===== config.mk =====
export PLATFORM = sky130hd
export DESIGN_NAME = byte_word_packer
export DESIGN_NICKNAME = d
export VERILOG_FILES = /design/src/rtl/pk_pkg.sv /design/src/rtl/pk_lane_fill.sv /design/src/rtl/pk_seq.sv /design/src/rtl/byte_word_packer.sv
export SDC_FILE = /design/constraint.sdc
export NUM_CORES = 1
export LEC_CHECK = 0
export ABC_AREA = 1
export BUFFER_PORTS_ARGS = -buffer_cell sky130_fd_sc_hd__buf_2
export CAP_MARGIN = 40
export CELL_PAD_IN_SITES_DETAIL_PLACEMENT = 1
export CELL_PAD_IN_SITES_GLOBAL_PLACEMENT = 1
export CORE_ASPECT_RATIO = 0.9
export CORE_UTILIZATION = 35
export DETAILED_ROUTE_END_ITERATION = 10
export GPL_ROUTABILITY_DRIVEN = 0
export PLACE_DENSITY = 0.79
export SLEW_MARGIN = 20
export SYNTH_ARGS = -nofsm -noshare
export SYNTH_HDL_FRONTEND = slang
export SYNTH_HIERARCHICAL = 1
export SYNTH_SLANG_ARGS = --single-unit

===== constraint.sdc =====
create_clock -name clk -period 3 [get_ports clk]
set_input_delay 0 -clock clk [delete_from_list [all_inputs] [get_ports clk]]
set_output_delay 0 -clock clk [all_outputs]
set_load 0.01 [all_outputs]

===== src/rtl/pk_pkg.sv =====
package pk_pkg;

  typedef enum logic [2:0] {
    ST_IDLE  = 3'd0,
    ST_FILL  = 3'd1,
    ST_ISSUE = 3'd2,
    ST_WAIT  = 3'd3,
    ST_DONE  = 3'd4
  } pk_state_e;

  // Bytes that go into one word: limited by the room above the first lane
  // and by what is left of the request.
  function automatic int unsigned span_bytes(input int unsigned first_lane,
                                             input int unsigned left,
                                             input int unsigned lanes);
    int unsigned room;
    room = lanes - first_lane;
    return (left < room) ? left : room;
  endfunction

endpackage


===== src/rtl/pk_lane_fill.sv =====
module pk_lane_fill #(
  parameter int LANES = 4,
  localparam int LB   = $clog2(LANES)
) (
  input  logic                 clk,
  input  logic                 rst_n,
  input  logic                 load_i,
  input  logic [LB-1:0]        first_lane_i,
  input  logic                 push_i,
  input  logic [7:0]           byte_i,
  output logic [8*LANES-1:0]   word_o
);

  logic [LB-1:0] ptr_q;

  always_ff @(posedge clk) begin
    if (!rst_n)      ptr_q <= '0;
    else if (load_i) ptr_q <= first_lane_i;
    else if (push_i) ptr_q <= ptr_q + 1'b1;
  end

  // One byte register per lane; a load restores the erased-state pattern.
  for (genvar g = 0; g < LANES; g++) begin : g_lane
    logic [7:0] lane_q;
    always_ff @(posedge clk) begin
      if (!rst_n)                          lane_q <= 8'hFF;
      else if (load_i)                     lane_q <= 8'hFF;
      else if (push_i && ptr_q == LB'(g))  lane_q <= byte_i;
    end
    assign word_o[8*g +: 8] = lane_q;
  end

endmodule


===== src/rtl/pk_seq.sv =====
module pk_seq
  import pk_pkg::*;
#(
  parameter int ADDR_W = 32,
  parameter int LEN_W  = 16,
  parameter int LANES  = 4,
  localparam int LB    = $clog2(LANES),
  localparam int CW    = $clog2(LANES + 1)
) (
  input  logic              clk,
  input  logic              rst_n,
  input  logic              req_valid,
  input  logic [ADDR_W-1:0] req_addr,
  input  logic [LEN_W-1:0]  req_len,
  output logic              req_ready,
  input  logic              in_valid,
  output logic              in_ready,
  input  logic              wr_ready,
  output logic              wr_valid,
  output logic [ADDR_W-1:0] wr_addr,
  input  logic              resp_valid,
  input  logic              resp_ok,
  output logic              done_valid,
  output logic              done_err,
  output logic [LEN_W-1:0]  done_count,
  output logic              load_o,
  output logic [LB-1:0]     first_lane_o,
  output logic              push_o,
  output logic              ev_word_ok,
  output logic              ev_word_fail
);

  pk_state_e         state_q;
  logic [ADDR_W-1:0] waddr_q;
  logic [LEN_W-1:0]  left_q;
  logic [LEN_W-1:0]  committed_q;
  logic [CW-1:0]     need_q;
  logic [CW-1:0]     got_q;
  logic              err_q;

  logic              req_fire;
  logic              more_words;
  logic [LEN_W-1:0]  left_after;
  logic [CW-1:0]     need_first;
  logic [CW-1:0]     need_next;

  assign req_ready    = (state_q == ST_IDLE);
  assign in_ready     = (state_q == ST_FILL);
  assign wr_valid     = (state_q == ST_ISSUE);
  assign wr_addr      = waddr_q;
  assign done_valid   = (state_q == ST_DONE);
  assign done_err     = err_q;
  assign done_count   = committed_q;

  assign req_fire     = req_valid && req_ready;
  assign push_o       = in_valid && in_ready;
  assign ev_word_ok   = (state_q == ST_WAIT) && resp_valid && resp_ok;
  assign ev_word_fail = (state_q == ST_WAIT) && resp_valid && !resp_ok;

  assign left_after   = left_q - LEN_W'(need_q);
  assign more_words   = (left_after != '0);
  assign need_first   = CW'(span_bytes(32'(req_addr[LB-1:0]), 32'(req_len), LANES));
  assign need_next    = CW'(span_bytes(0, 32'(left_after), LANES));

  assign load_o       = (req_fire && req_len != '0) || (ev_word_ok && more_words);
  assign first_lane_o = (state_q == ST_IDLE) ? req_addr[LB-1:0] : '0;

  always_ff @(posedge clk) begin
    if (!rst_n) begin
      state_q     <= ST_IDLE;
      waddr_q     <= '0;
      left_q      <= '0;
      committed_q <= '0;
      need_q      <= '0;
      got_q       <= '0;
      err_q       <= 1'b0;
    end else begin
      case (state_q)
        ST_IDLE: if (req_fire) begin
          waddr_q     <= {req_addr[ADDR_W-1:LB], {LB{1'b0}}};
          left_q      <= req_len;
          committed_q <= '0;
          err_q       <= 1'b0;
          got_q       <= '0;
          need_q      <= need_first;
          state_q     <= (req_len == '0) ? ST_DONE : ST_FILL;
        end
        ST_FILL: if (push_o) begin
          got_q <= got_q + 1'b1;
          if (got_q + 1'b1 == need_q) state_q <= ST_ISSUE;
        end
        ST_ISSUE: if (wr_ready) state_q <= ST_WAIT;
        ST_WAIT: begin
          if (ev_word_ok) begin
            committed_q <= committed_q + LEN_W'(need_q);
            left_q      <= left_after;
            waddr_q     <= waddr_q + ADDR_W'(LANES);
            got_q       <= '0;
            need_q      <= need_next;
            state_q     <= more_words ? ST_FILL : ST_DONE;
          end else if (ev_word_fail) begin
            err_q   <= 1'b1;
            state_q <= ST_DONE;
          end
        end
        ST_DONE: state_q <= ST_IDLE;
        default: state_q <= ST_IDLE;
      endcase
    end
  end

endmodule


===== src/rtl/byte_word_packer.sv =====
module byte_word_packer #(
  parameter int ADDR_W = 32,
  parameter int LEN_W  = 16,
  parameter int LANES  = 4,
  localparam int LB    = $clog2(LANES)
) (
  input  logic                 clk,
  input  logic                 rst_n,
  input  logic                 req_valid,
  output logic                 req_ready,
  input  logic [ADDR_W-1:0]    req_addr,
  input  logic [LEN_W-1:0]     req_len,
  input  logic                 in_valid,
  output logic                 in_ready,
  input  logic [7:0]           in_data,
  output logic                 wr_valid,
  input  logic                 wr_ready,
  output logic [ADDR_W-1:0]    wr_addr,
  output logic [8*LANES-1:0]   wr_data,
  input  logic                 wr_resp_valid,
  input  logic                 wr_resp_ok,
  output logic                 done_valid,
  output logic                 done_err,
  output logic [LEN_W-1:0]     done_count
);

  logic          load_w;
  logic [LB-1:0] first_lane_w;
  logic          push_w;
  logic          ev_word_ok;
  logic          ev_word_fail;

  pk_seq #(.ADDR_W(ADDR_W), .LEN_W(LEN_W), .LANES(LANES)) u_seq (
    .clk          (clk),
    .rst_n        (rst_n),
    .req_valid    (req_valid),
    .req_addr     (req_addr),
    .req_len      (req_len),
    .req_ready    (req_ready),
    .in_valid     (in_valid),
    .in_ready     (in_ready),
    .wr_ready     (wr_ready),
    .wr_valid     (wr_valid),
    .wr_addr      (wr_addr),
    .resp_valid   (wr_resp_valid),
    .resp_ok      (wr_resp_ok),
    .done_valid   (done_valid),
    .done_err     (done_err),
    .done_count   (done_count),
    .load_o       (load_w),
    .first_lane_o (first_lane_w),
    .push_o       (push_w),
    .ev_word_ok   (ev_word_ok),
    .ev_word_fail (ev_word_fail)
  );

  pk_lane_fill #(.LANES(LANES)) u_fill (
    .clk          (clk),
    .rst_n        (rst_n),
    .load_i       (load_w),
    .first_lane_i (first_lane_w),
    .push_i       (push_w),
    .byte_i       (in_data),
    .word_o       (wr_data)
  );

endmodule


==> flow_summary.html, run 1 <==
<table>
<tr><th>Metric</th><th>Value</th></tr>
<tr><th colspan="2">Run status</th></tr>
<tr><td>Status</td><td>completed</td></tr>
<tr><th colspan="2">Die</th></tr>
<tr><td>Horizontal die dimension</td><td>roughly 140 microns</td></tr>
<tr><td>Core Footprint</td><td>around 17000 sq um</td></tr>
<tr><td>Die Area</td><td>around 18000 sq um</td></tr>
<tr><td>Starting utilization of the core area</td><td>0.360</td></tr>
<tr><td>Die Height</td><td>roughly 130 microns</td></tr>
<tr><td>Top-level port count</td><td>approximately 150</td></tr>
<tr><td>Placement row count</td><td>45</td></tr>
<tr><th colspan="2">Worst setup path</th></tr>
<tr><td>Critical path required time</td><td>roughly 3.3 ns</td></tr>
<tr><td>Worst r2r src</td><td>u_seq/need_q[1]</td></tr>
<tr><td>Worst path buffer plus inverter count</td><td>3</td></tr>
<tr><td>Standard cell with the maximum stage delay on the critical path</td><td>sky130_fd_sc_hd__dfxtp_1</td></tr>
<tr><td>Sort of element at the end of the critical path</td><td>flip-flop</td></tr>
<tr><td>Cell-by-cell trace of the critical path</td><td>inv_1, ha_1, nand2_1, nor2_1, nor2_1, nand2_1, nand2_1, nand2_1, inv_1, nand2_1, nor2_1, nand3_1, nand2_2, o21ai_2, nor2_4, clkbuf_16, nand3_1</td></tr>
<tr><td>Worst R2R Path Depth</td><td>17</td></tr>
<tr><td>Slack of the worst reg-to-reg path</td><td>about 0.19 ns</td></tr>
<tr><td>Startpoint class of the critical path</td><td>flip-flop</td></tr>
<tr><td>Termination of the worst setup path</td><td>u_fill/g_lane[2].lane_q[2]</td></tr>
<tr><td>Largest delay share family, worst path</td><td>simple AND/OR/NAND/NOR gates</td></tr>
<tr><td>Delay of the slowest cell on the worst path</td><td>roughly 0.52 ns</td></tr>
<tr><td>CP Class</td><td>flip-flop to flip-flop</td></tr>
<tr><td>Critical path origin</td><td>u_seq/need_q[1]</td></tr>
<tr><td>Crit Path Max Fanout</td><td>8</td></tr>
<tr><td>Arrival time at the worst endpoint</td><td>about 3.1 ns</td></tr>
<tr><td>Cell repeated most along the worst path</td><td>sky130_fd_sc_hd__nand2_1</td></tr>
<tr><td>Reg-to-reg endpoint</td><td>u_fill/g_lane[2].lane_q[2]</td></tr>
<tr><td>Cell count along the critical path</td><td>17</td></tr>
<tr><th colspan="2">Global route</th></tr>
<tr><td>Total gr overflow</td><td>0</td></tr>
<tr><td>Largest net degree at the start of global routing</td><td>between 40 and 50</td></tr>
<tr><td>Via count of the first global-routing pass</td><td>roughly 6800</td></tr>
<tr><td>Initial antenna violation count</td><td>0</td></tr>
<tr><td>Global-route wire length before repair</td><td>~34000 microns</td></tr>
<tr><td>Overall fraction of global-route tracks in use</td><td>0.241</td></tr>
<tr><th colspan="2">Finish</th></tr>
<tr><td>Total Nets Final</td><td>~1200</td></tr>
<tr><td>Antenna fix cells</td><td>0</td></tr>
<tr><td>Area growth from synthesis to final layout</td><td>28.3%</td></tr>
<tr><td>Final core area utilization</td><td>0.462</td></tr>
<tr><td>Share of layout cells above drive strength 1</td><td>0.218</td></tr>
<tr><td>Final Instance Count excl. Fillers</td><td>between 1000 and 1500</td></tr>
<tr><td>Post-route cell area</td><td>7860 sq um</td></tr>
<tr><th colspan="2">Place</th></tr>
<tr><td>Cells after DPL</td><td>around 1300</td></tr>
<tr><td>Placement Cell Area</td><td>7090 sq um</td></tr>
<tr><td>HPWL after DPL</td><td>between 15000 and 20000 microns</td></tr>
<tr><td>Number of I/O port buffers</td><td>145</td></tr>
<tr><th colspan="2">Yosys</th></tr>
<tr><td>Synth top area cells</td><td>sky130_fd_sc_hd__dfxtp_1, sky130_fd_sc_hd__nand2_1, sky130_fd_sc_hd__inv_1, sky130_fd_sc_hd__nand3_1, sky130_fd_sc_hd__nor2_1</td></tr>
<tr><td>Post-synthesis sequential area ratio</td><td>0.346</td></tr>
<tr><td>Synth cell types</td><td>56</td></tr>
<tr><td>Synth warn</td><td>6</td></tr>
<tr><td>Share of synthesized flip-flops with an asynchronous set or reset</td><td>0</td></tr>
<tr><td>Gate Count Post-Synth</td><td>approximately 900</td></tr>
<tr><td>Synthesized flop and latch total</td><td>106</td></tr>
<tr><td>Leading area contributor after synthesis</td><td>sky130_fd_sc_hd__dfxtp_1</td></tr>
<tr><td>Fraction of post-synthesis cell area in the top cell type by area</td><td>0.346</td></tr>
<tr><td>Dominant register cell in the synthesized netlist</td><td>sky130_fd_sc_hd__dfxtp_1</td></tr>
<tr><td>Cell area after technology mapping</td><td>6130 sq um</td></tr>
<tr><td>Number of enable-type register cells in the synthesized netlist</td><td>0</td></tr>
<tr><td>Avg Synthesized Cell Area</td><td>between 6 and 7 sq um</td></tr>
<tr><th colspan="2">STA</th></tr>
<tr><td>Measured slew at the worst slew-check pin</td><td>between 0.6 and 0.7 ns</td></tr>
<tr><td>Final Hold Violating Endpoints</td><td>0</td></tr>
<tr><td>Worst rel slew slack</td><td>0.544</td></tr>
<tr><td>Worst Hold Margin</td><td>roughly 0.014 ns</td></tr>
<tr><td>Upper clock frequency limit</td><td>355 MHz</td></tr>
<tr><td>Time the worst path needs with I/O delays and setup</td><td>2.81 ns</td></tr>
<tr><td>Clock Skews</td><td>~0.011 ns</td></tr>
<tr><td>Share of the clock period used by the worst path after layout</td><td>0.938</td></tr>
<tr><td>Max-slew violation count</td><td>0</td></tr>
<tr><td>Number of failing setup endpoints in the final timing report</td><td>0</td></tr>
<tr><th colspan="2">Worst hold path</th></tr>
<tr><td>Worst min path class</td><td>input port to flip-flop</td></tr>
<tr><td>Cell count of the worst hold path</td><td>5</td></tr>
<tr><th colspan="2">Drt</th></tr>
<tr><td>Drt via density</td><td>between 5 and 6</td></tr>
<tr><td>Via count</td><td>between 6000 and 7000</td></tr>
<tr><td>Routed wire length</td><td>21300 microns</td></tr>
<tr><td>Antenna-violating nets left</td><td>0</td></tr>
<tr><td>Remaining design rule violation count</td><td>0</td></tr>
<tr><td>Detailed router's first-iteration violation count</td><td>374</td></tr>
<tr><td>Drt wl/cell</td><td>between 15 and 20 microns</td></tr>
<tr><td>First-pass iteration count of the detailed router</td><td>4</td></tr>
<tr><th colspan="2">Clock network</th></tr>
<tr><td>Number of levels in the clock H-tree</td><td>3</td></tr>
<tr><td>TritonCTS clock tree</td><td>built</td></tr>
<tr><td>Worst-case clock buffer depth</td><td>2</td></tr>
<tr><td>TritonCTS Sinks</td><td>106</td></tr>
<tr><td>Cell at the root of the clock tree</td><td>sky130_fd_sc_hd__clkbuf_16</td></tr>
<tr><td>Clock insertion delay at the later pin of the skew report</td><td>around 0.36 ns</td></tr>
<tr><td>Cts bufs inserted</td><td>9</td></tr>
<tr><td>Clock input transition at the sequential cells of the worst setup and hold paths</td><td>0.08 ns</td></tr>
<tr><th colspan="2">Power</th></tr>
<tr><td>Reported leakage power</td><td>about 3.8 nW</td></tr>
<tr><td>Pwr Density</td><td>710 nW/um^2</td></tr>
<tr><td>Worst ir drop on vdd</td><td>approximately 370 uV</td></tr>
<tr><th colspan="2">Flow run</th></tr>
<tr><td>Maximum capacitance violations</td><td>0</td></tr>
</table>
## worst register-to-register path, stage by stage, from the launching register on
cell and delay (ns):
sky130_fd_sc_hd__dfxtp_1 0.52, sky130_fd_sc_hd__inv_1 0.12, sky130_fd_sc_hd__ha_1 0.31, sky130_fd_sc_hd__nand2_1 0.07
sky130_fd_sc_hd__nor2_1 0.06, sky130_fd_sc_hd__nor2_1 0.26, sky130_fd_sc_hd__nand2_1 0.10, sky130_fd_sc_hd__nand2_1 0.07
sky130_fd_sc_hd__nand2_1 0.05, sky130_fd_sc_hd__inv_1 0.07, sky130_fd_sc_hd__nand2_1 0.05, sky130_fd_sc_hd__nor2_1 0.13
sky130_fd_sc_hd__nand3_1 0.14, sky130_fd_sc_hd__nand2_2 0.12, sky130_fd_sc_hd__o21ai_2 0.09, sky130_fd_sc_hd__nor2_4 0.26
sky130_fd_sc_hd__clkbuf_16 0.21, sky130_fd_sc_hd__nand3_1 0.09
## final cells by class
| type | instances | area, sq um |
|---|---|---|
| Multi-Input combinational cell | 647 | 3420 |
| Clock buffer | 9 | 225 |
| Clock inverter | 7 | 76.3 |
| Fill cell | 2270 | 9140 |
| Sequential cell | 106 | 2120 |
| Tap cell | 235 | 294 |
| Timing Repair Buffer | 197 | 1260 |
| Inverter | 123 | 462 |
## cells by family after synthesis
logic type               after synthesis  synth area share
adder cells (fa/ha/maj)               17            0.0372
AO/OA/AOI/OAI                        146             0.149
flip-flops                           106             0.346
AND/OR/NAND/NOR                      470             0.350
buffers and inverters                150            0.0988
other                                  1          0.000612
XOR/XNOR                              12            0.0172
## repair_timing
item,4_1_cts,5_1_grt
gates resized for setup,0,6
endpoints found under the hold margin,63,0
hold buffers,39,0
setup endpoints to repair,0,34
buffers inserted,0,0
## metal layers
| metal | GRT usage | routed length [microns] | vias to the layer above |
|---|---|---|---|
| li1 | - | - | 3331 |
| met1 | 0.319 | 9970 | 3163 |
| met2 | 0.404 | 9930 | 180 |
| met3 | 0.0424 | 1050 | 24 |
| met4 | 0.0620 | 331 | 0 |
| met5 | 0 | 0 | - |
## metrics by stage
stage | power (mW) | setup WS, ns | TNS, ns
after floorplan | 3.50 | 0.529 | 0
after global routing | 6.01 | -0.0119 | -0.0119
final | 5.59 | 0.187 | 0
after detailed placement | 4.26 | 0.124 | 0
after CTS | 5.55 | 0.0785 | 0
after global placement | 4.20 | 0.248 | 0
## power breakdown
group	switching [mW]	internal, mW	leakage (nW)
clock network	0.630	0.597	0.149
logic	1.53	0.852	2.74
registers	0.334	1.65	0.868
total	2.49	3.10	3.76
## state kept, by name, indices dropped and copies added, names as in the netlist
register / count
u_fill/ptr_q: 2
u_seq/wr_addr: 30
u_fill/g_lane.lane_q: 32
u_seq/state_q: 3
u_seq/need_q: 3
u_seq/left_q: 16
u_seq/done_err: 1
u_seq/done_count: 16
u_seq/got_q: 3
## how the worst min path moves through the flow
stage                                  to          from  slack (ns)
2_1_floorplan  u_fill/g_lane[0].lane_q[0]    in_data[0]        0.11
3_3_place_gp             u_seq/wr_addr[9]   req_addr[9]        0.22
3_5_place_dp             u_seq/wr_addr[9]   req_addr[9]        0.23
4_1_cts                 u_seq/wr_addr[30]  req_addr[30]       0.003
5_1_grt                 u_seq/wr_addr[30]  req_addr[30]        0.02
6_report                u_seq/wr_addr[24]  req_addr[24]        0.01
## layout by cell type (no fill, tap or decap), drive strengths merged, types with 11 or more instances in the layout
master       netlist  final
dlygate4sd3        0     39
clkbuf             7     11
nand2            235    235
a21oi             36     36
o21ai             55     55
ha                15     15
nand3             75     75
inv              122    127
nor3              21     21
buf               20    156
nor2             103    103
dfxtp            106    106
nand4             11     11
## cells in the mapped netlist, types with 3 or more instances
master                     number
sky130_fd_sc_hd__a211oi_1      10
sky130_fd_sc_hd__a21oi_1       36
sky130_fd_sc_hd__a221oi_1       3
sky130_fd_sc_hd__a31oi_1        9
sky130_fd_sc_hd__buf_1          3
sky130_fd_sc_hd__buf_2         10
sky130_fd_sc_hd__buf_4          6
sky130_fd_sc_hd__clkbuf_1       7
sky130_fd_sc_hd__dfxtp_1      106
sky130_fd_sc_hd__ha_1          15
sky130_fd_sc_hd__inv_1        113
sky130_fd_sc_hd__inv_2          9
sky130_fd_sc_hd__nand2_1      223
sky130_fd_sc_hd__nand2_2        9
sky130_fd_sc_hd__nand2_4        3
sky130_fd_sc_hd__nand3_1       72
sky130_fd_sc_hd__nand3b_1       5
sky130_fd_sc_hd__nand4_1        8
sky130_fd_sc_hd__nand4_2        3
sky130_fd_sc_hd__nor2_1        91
sky130_fd_sc_hd__nor2_2         8
sky130_fd_sc_hd__nor2_4         3
sky130_fd_sc_hd__nor3_1        20
sky130_fd_sc_hd__nor4_1         6
sky130_fd_sc_hd__o21ai_0       52
sky130_fd_sc_hd__o21ai_1        3
sky130_fd_sc_hd__o221a_2       10
sky130_fd_sc_hd__o221ai_1       5
sky130_fd_sc_hd__or2_2          7
sky130_fd_sc_hd__xnor2_1        4
sky130_fd_sc_hd__xor2_1         8
Power figures use the tool's default switching activity.
==> run 2: changes to the inputs <==
--- a/config.mk
+++ b/config.mk
@@ -15,4 +15,5 @@
 export DETAILED_ROUTE_END_ITERATION = 10
 export GPL_ROUTABILITY_DRIVEN = 0
+export MAX_ROUTING_LAYER = met4
 export PLACE_DENSITY = 0.79
 export SLEW_MARGIN = 20
==> constraint.sdc (replaced) <==
create_clock -name clk -period 3 [get_ports clk]
set_input_delay 0.6 -clock clk [delete_from_list [all_inputs] [get_ports clk]]
set_output_delay 0.6 -clock clk [all_outputs]
set_load 0.01 [all_outputs]
==> run 2 against run 1 <==
Effect of this change:
- global-route usage decreased by 0.46 points
- final area down 5.4%
- clock power barely moved
- critical path type unchanged
- die area did not move
- non-clock buffer count fell by 39
- critical endpoint is now u_fill/g_lane[3].lane_q[1]
- sequential power about the same
- first-iteration DRC count shrank 18%
- worst hold slack better by 0.44 ns
- largest power group unchanged
- clock skew grew 0.00099 ns
==> flow_summary.html, run 2 (synthesis gave the netlist of run 1 again) <==
<table>
<tr><th>Metric</th><th>Value</th></tr>
<tr><th colspan="2">Run status</th></tr>
<tr><td>Status</td><td>completed</td></tr>
<tr><th colspan="2">Drt</th></tr>
<tr><td>Wire length on met3</td><td>between 900 and 1000 microns</td></tr>
<tr><td>Drt via density</td><td>about 5.0</td></tr>
<tr><td>Antenna-violating nets left</td><td>0</td></tr>
<tr><td>DR top layer</td><td>met4</td></tr>
<tr><td>Routed wl met2</td><td>between 9000 and 10000 microns</td></tr>
<tr><td>Detailed router's first-iteration violation count</td><td>308</td></tr>
<tr><td>First-pass iteration count of the detailed router</td><td>5</td></tr>
<tr><td>Remaining design rule violation count</td><td>0</td></tr>
<tr><td>Drt wl/cell</td><td>15.8 microns</td></tr>
<tr><td>Routed metal-1 wirelength</td><td>9760 microns</td></tr>
<tr><td>Routed wire length</td><td>20300 microns</td></tr>
<tr><td>Via count</td><td>approximately 6500</td></tr>
<tr><th colspan="2">Global route</th></tr>
<tr><td>Via count of the first global-routing pass</td><td>6498</td></tr>
<tr><td>Total gr overflow</td><td>0</td></tr>
<tr><td>Global-route wire length before repair</td><td>between 30000 and 40000 microns</td></tr>
<tr><td>Initial antenna violation count</td><td>1</td></tr>
<tr><td>Largest net degree at the start of global routing</td><td>33</td></tr>
<tr><td>Overall fraction of global-route tracks in use</td><td>0.236</td></tr>
<tr><th colspan="2">STA</th></tr>
<tr><td>Worst Hold Margin</td><td>approximately 0.46 ns</td></tr>
<tr><td>Clock Skews</td><td>0.0119 ns</td></tr>
<tr><td>Max-slew violation count</td><td>0</td></tr>
<tr><td>Time the worst path needs with I/O delays and setup</td><td>2.75 ns</td></tr>
<tr><td>Upper clock frequency limit</td><td>around 360 MHz</td></tr>
<tr><td>Worst rel slew slack</td><td>0.576</td></tr>
<tr><td>Final Hold Violating Endpoints</td><td>0</td></tr>
<tr><td>Measured slew at the worst slew-check pin</td><td>between 0.6 and 0.7 ns</td></tr>
<tr><td>Worst path setup slack after routing</td><td>approximately 0.25 ns</td></tr>
<tr><td>Number of failing setup endpoints in the final timing report</td><td>0</td></tr>
<tr><td>Setup repair after global routing missed its margin</td><td>no</td></tr>
<tr><td>Share of the clock period used by the worst path after layout</td><td>0.916</td></tr>
<tr><td>Setup TNS</td><td>0 ns</td></tr>
<tr><th colspan="2">Place</th></tr>
<tr><td>Pre-CTS setup slack</td><td>0.116 ns</td></tr>
<tr><td>Number of I/O port buffers</td><td>roughly 150</td></tr>
<tr><td>HPWL after DPL</td><td>between 15000 and 20000 microns</td></tr>
<tr><th colspan="2">Worst hold path</th></tr>
<tr><td>Worst min path class</td><td>input port to flip-flop</td></tr>
<tr><td>HP Start</td><td>req_addr[7]</td></tr>
<tr><td>Cell count of the worst hold path</td><td>3</td></tr>
<tr><td>Endpoint with the worst hold slack</td><td>u_seq/wr_addr[7]</td></tr>
<tr><th colspan="2">Worst setup path</th></tr>
<tr><td>Cell-by-cell trace of the critical path</td><td>inv_1, ha_1, fa_1, inv_1, nand2_1, nand2_2, nand2_1, nand2_1, nand2_1, nor2_1, nand3_1, nor2_1, nand3_1, nand2_1, o21ai_1, nor2_4, buf_12, nand3_1</td></tr>
<tr><td>Critical path origin</td><td>u_seq/left_q[0]</td></tr>
<tr><td>Worst r2r src</td><td>u_seq/left_q[0]</td></tr>
<tr><td>Standard cell with the maximum stage delay on the critical path</td><td>sky130_fd_sc_hd__fa_1</td></tr>
<tr><td>Crit Path Max Fanout</td><td>32</td></tr>
<tr><td>Slack of the worst reg-to-reg path</td><td>roughly 0.25 ns</td></tr>
<tr><td>Startpoint class of the critical path</td><td>flip-flop</td></tr>
<tr><td>Worst path buffer plus inverter count</td><td>3</td></tr>
<tr><td>Critical path required time</td><td>approximately 3.2 ns</td></tr>
<tr><td>Delay of the slowest cell on the worst path</td><td>0.39 ns</td></tr>
<tr><td>Worst R2R Path Depth</td><td>18</td></tr>
<tr><td>Largest delay share family, worst path</td><td>simple AND/OR/NAND/NOR gates</td></tr>
<tr><td>Sort of element at the end of the critical path</td><td>flip-flop</td></tr>
<tr><td>Arrival time at the worst endpoint</td><td>2.99 ns</td></tr>
<tr><td>Reg-to-reg endpoint</td><td>u_fill/g_lane[3].lane_q[1]</td></tr>
<tr><td>CP Class</td><td>flip-flop to flip-flop</td></tr>
<tr><td>Cell repeated most along the worst path</td><td>sky130_fd_sc_hd__nand2_1</td></tr>
<tr><th colspan="2">Clock network</th></tr>
<tr><td>Buffers inserted by post-CTS timing repair</td><td>0</td></tr>
<tr><td>Cell at the root of the clock tree</td><td>sky130_fd_sc_hd__clkbuf_16</td></tr>
<tr><td>Clock input transition at the sequential cells of the worst setup and hold paths</td><td>around 0.08 ns</td></tr>
<tr><td>Worst-case clock buffer depth</td><td>2</td></tr>
<tr><td>TritonCTS Sinks</td><td>106</td></tr>
<tr><td>Number of levels in the clock H-tree</td><td>3</td></tr>
<tr><td>TritonCTS clock tree</td><td>built</td></tr>
<tr><td>Cts bufs inserted</td><td>9</td></tr>
<tr><td>Clock insertion delay at the later pin of the skew report</td><td>0.36 ns</td></tr>
<tr><td>Cts hold-fix bufs</td><td>0</td></tr>
<tr><th colspan="2">Die</th></tr>
<tr><td>Die Height</td><td>approximately 130 microns</td></tr>
<tr><td>Core Footprint</td><td>around 17000 sq um</td></tr>
<tr><td>Top-level port count</td><td>~150</td></tr>
<tr><td>Horizontal die dimension</td><td>141 microns</td></tr>
<tr><td>Starting utilization of the core area</td><td>0.360</td></tr>
<tr><td>Die Area</td><td>approximately 18000 sq um</td></tr>
<tr><td>Placement row count</td><td>between 40 and 50</td></tr>
<tr><th colspan="2">Finish</th></tr>
<tr><td>Max FFs per register</td><td>32</td></tr>
<tr><td>Register with the most flip-flops</td><td>u_fill/g_lane.lane_q</td></tr>
<tr><td>Total Nets Final</td><td>roughly 1100</td></tr>
<tr><td>Area growth from synthesis to final layout</td><td>21.4%</td></tr>
<tr><td>Share of layout cells above drive strength 1</td><td>0.223</td></tr>
<tr><td>Most frequent cells in the layout</td><td>sky130_fd_sc_hd__nand2_1, sky130_fd_sc_hd__buf_2, sky130_fd_sc_hd__inv_1, sky130_fd_sc_hd__dfxtp_1, sky130_fd_sc_hd__nor2_1</td></tr>
<tr><td>Most common cell after layout, fill and taps aside</td><td>sky130_fd_sc_hd__nand2_1</td></tr>
<tr><th colspan="2">Power</th></tr>
<tr><td>Total power draw</td><td>5.52 mW</td></tr>
<tr><td>Worst ir drop on vdd</td><td>~320 uV</td></tr>
<tr><td>Reported leakage power</td><td>between 3 and 4 nW</td></tr>
<tr><td>Pwr Density</td><td>about 740 nW/um^2</td></tr>
<tr><th colspan="2">Flow run</th></tr>
<tr><td>Maximum capacitance violations</td><td>0</td></tr>
</table>
[run 2: worst max path at each step]
| stage | end | slack, ns | cells after the start |
|---|---|---|---|
| 6_report | u_fill/g_lane[3].lane_q[1] | 0.25 | 18 |
| 5_1_grt | u_fill/g_lane[3].lane_q[2] | 0.02 | 18 |
| 4_1_cts | u_fill/g_lane[3].lane_q[1] | 0.12 | 18 |
| 3_5_place_dp | u_fill/g_lane[3].lane_q[1] | 0.12 | 18 |
| 3_3_place_gp | u_fill/g_lane[0].lane_q[3] | 0.27 | 18 |
| 2_1_floorplan | u_fill/g_lane[0].lane_q[0] | 0.53 | 18 |
[run 2: per-layer routing]
layer  vias to the layer above  global-route usage
met3                        16              0.0424
met4                         0              0.0531
li1                       3252                   -
met1                      3054               0.310
met5                         -                   -
met2                       160               0.378
[run 2: cell type report]
type / count / area [sq um]
antenna: 1 / 2.50
clock buffer: 9 / 225
clock inverter: 7 / 78.8
fill: 2292 / 9560
inverter: 123 / 462
multi-input combinational: 647 / 3410
sequential: 106 / 2120
tap: 235 / 294
timing repair buffer: 158 / 848
[run 2: timing repair]
action / in CTS / in global routing
gates resized for setup: 0 / 3
setup endpoints to repair: 0 / 32
endpoints found under the hold margin: 0 / 0
[run 2: power breakdown]
part	total (mW)	internal (mW)	switching (mW)
sequential	1.98	1.65	0.331
clock	1.23	0.600	0.633
combinational	2.31	0.819	1.49
[run 2: stage by stage]
step                cells  cell area [sq um]   util
finish               1286               7440  0.438
global route         1286               7440  0.438
CTS                  1285               7430  0.437
detailed placement   1269               7130  0.419
global placement     1269               7130  0.419
floorplan             903               6130      -
[run 2: tightest hold or removal path, stage by stage]
cell                      delay [ns]
sky130_fd_sc_hd__buf_2          0.07
sky130_fd_sc_hd__o21ai_0        0.07
sky130_fd_sc_hd__inv_1          0.05
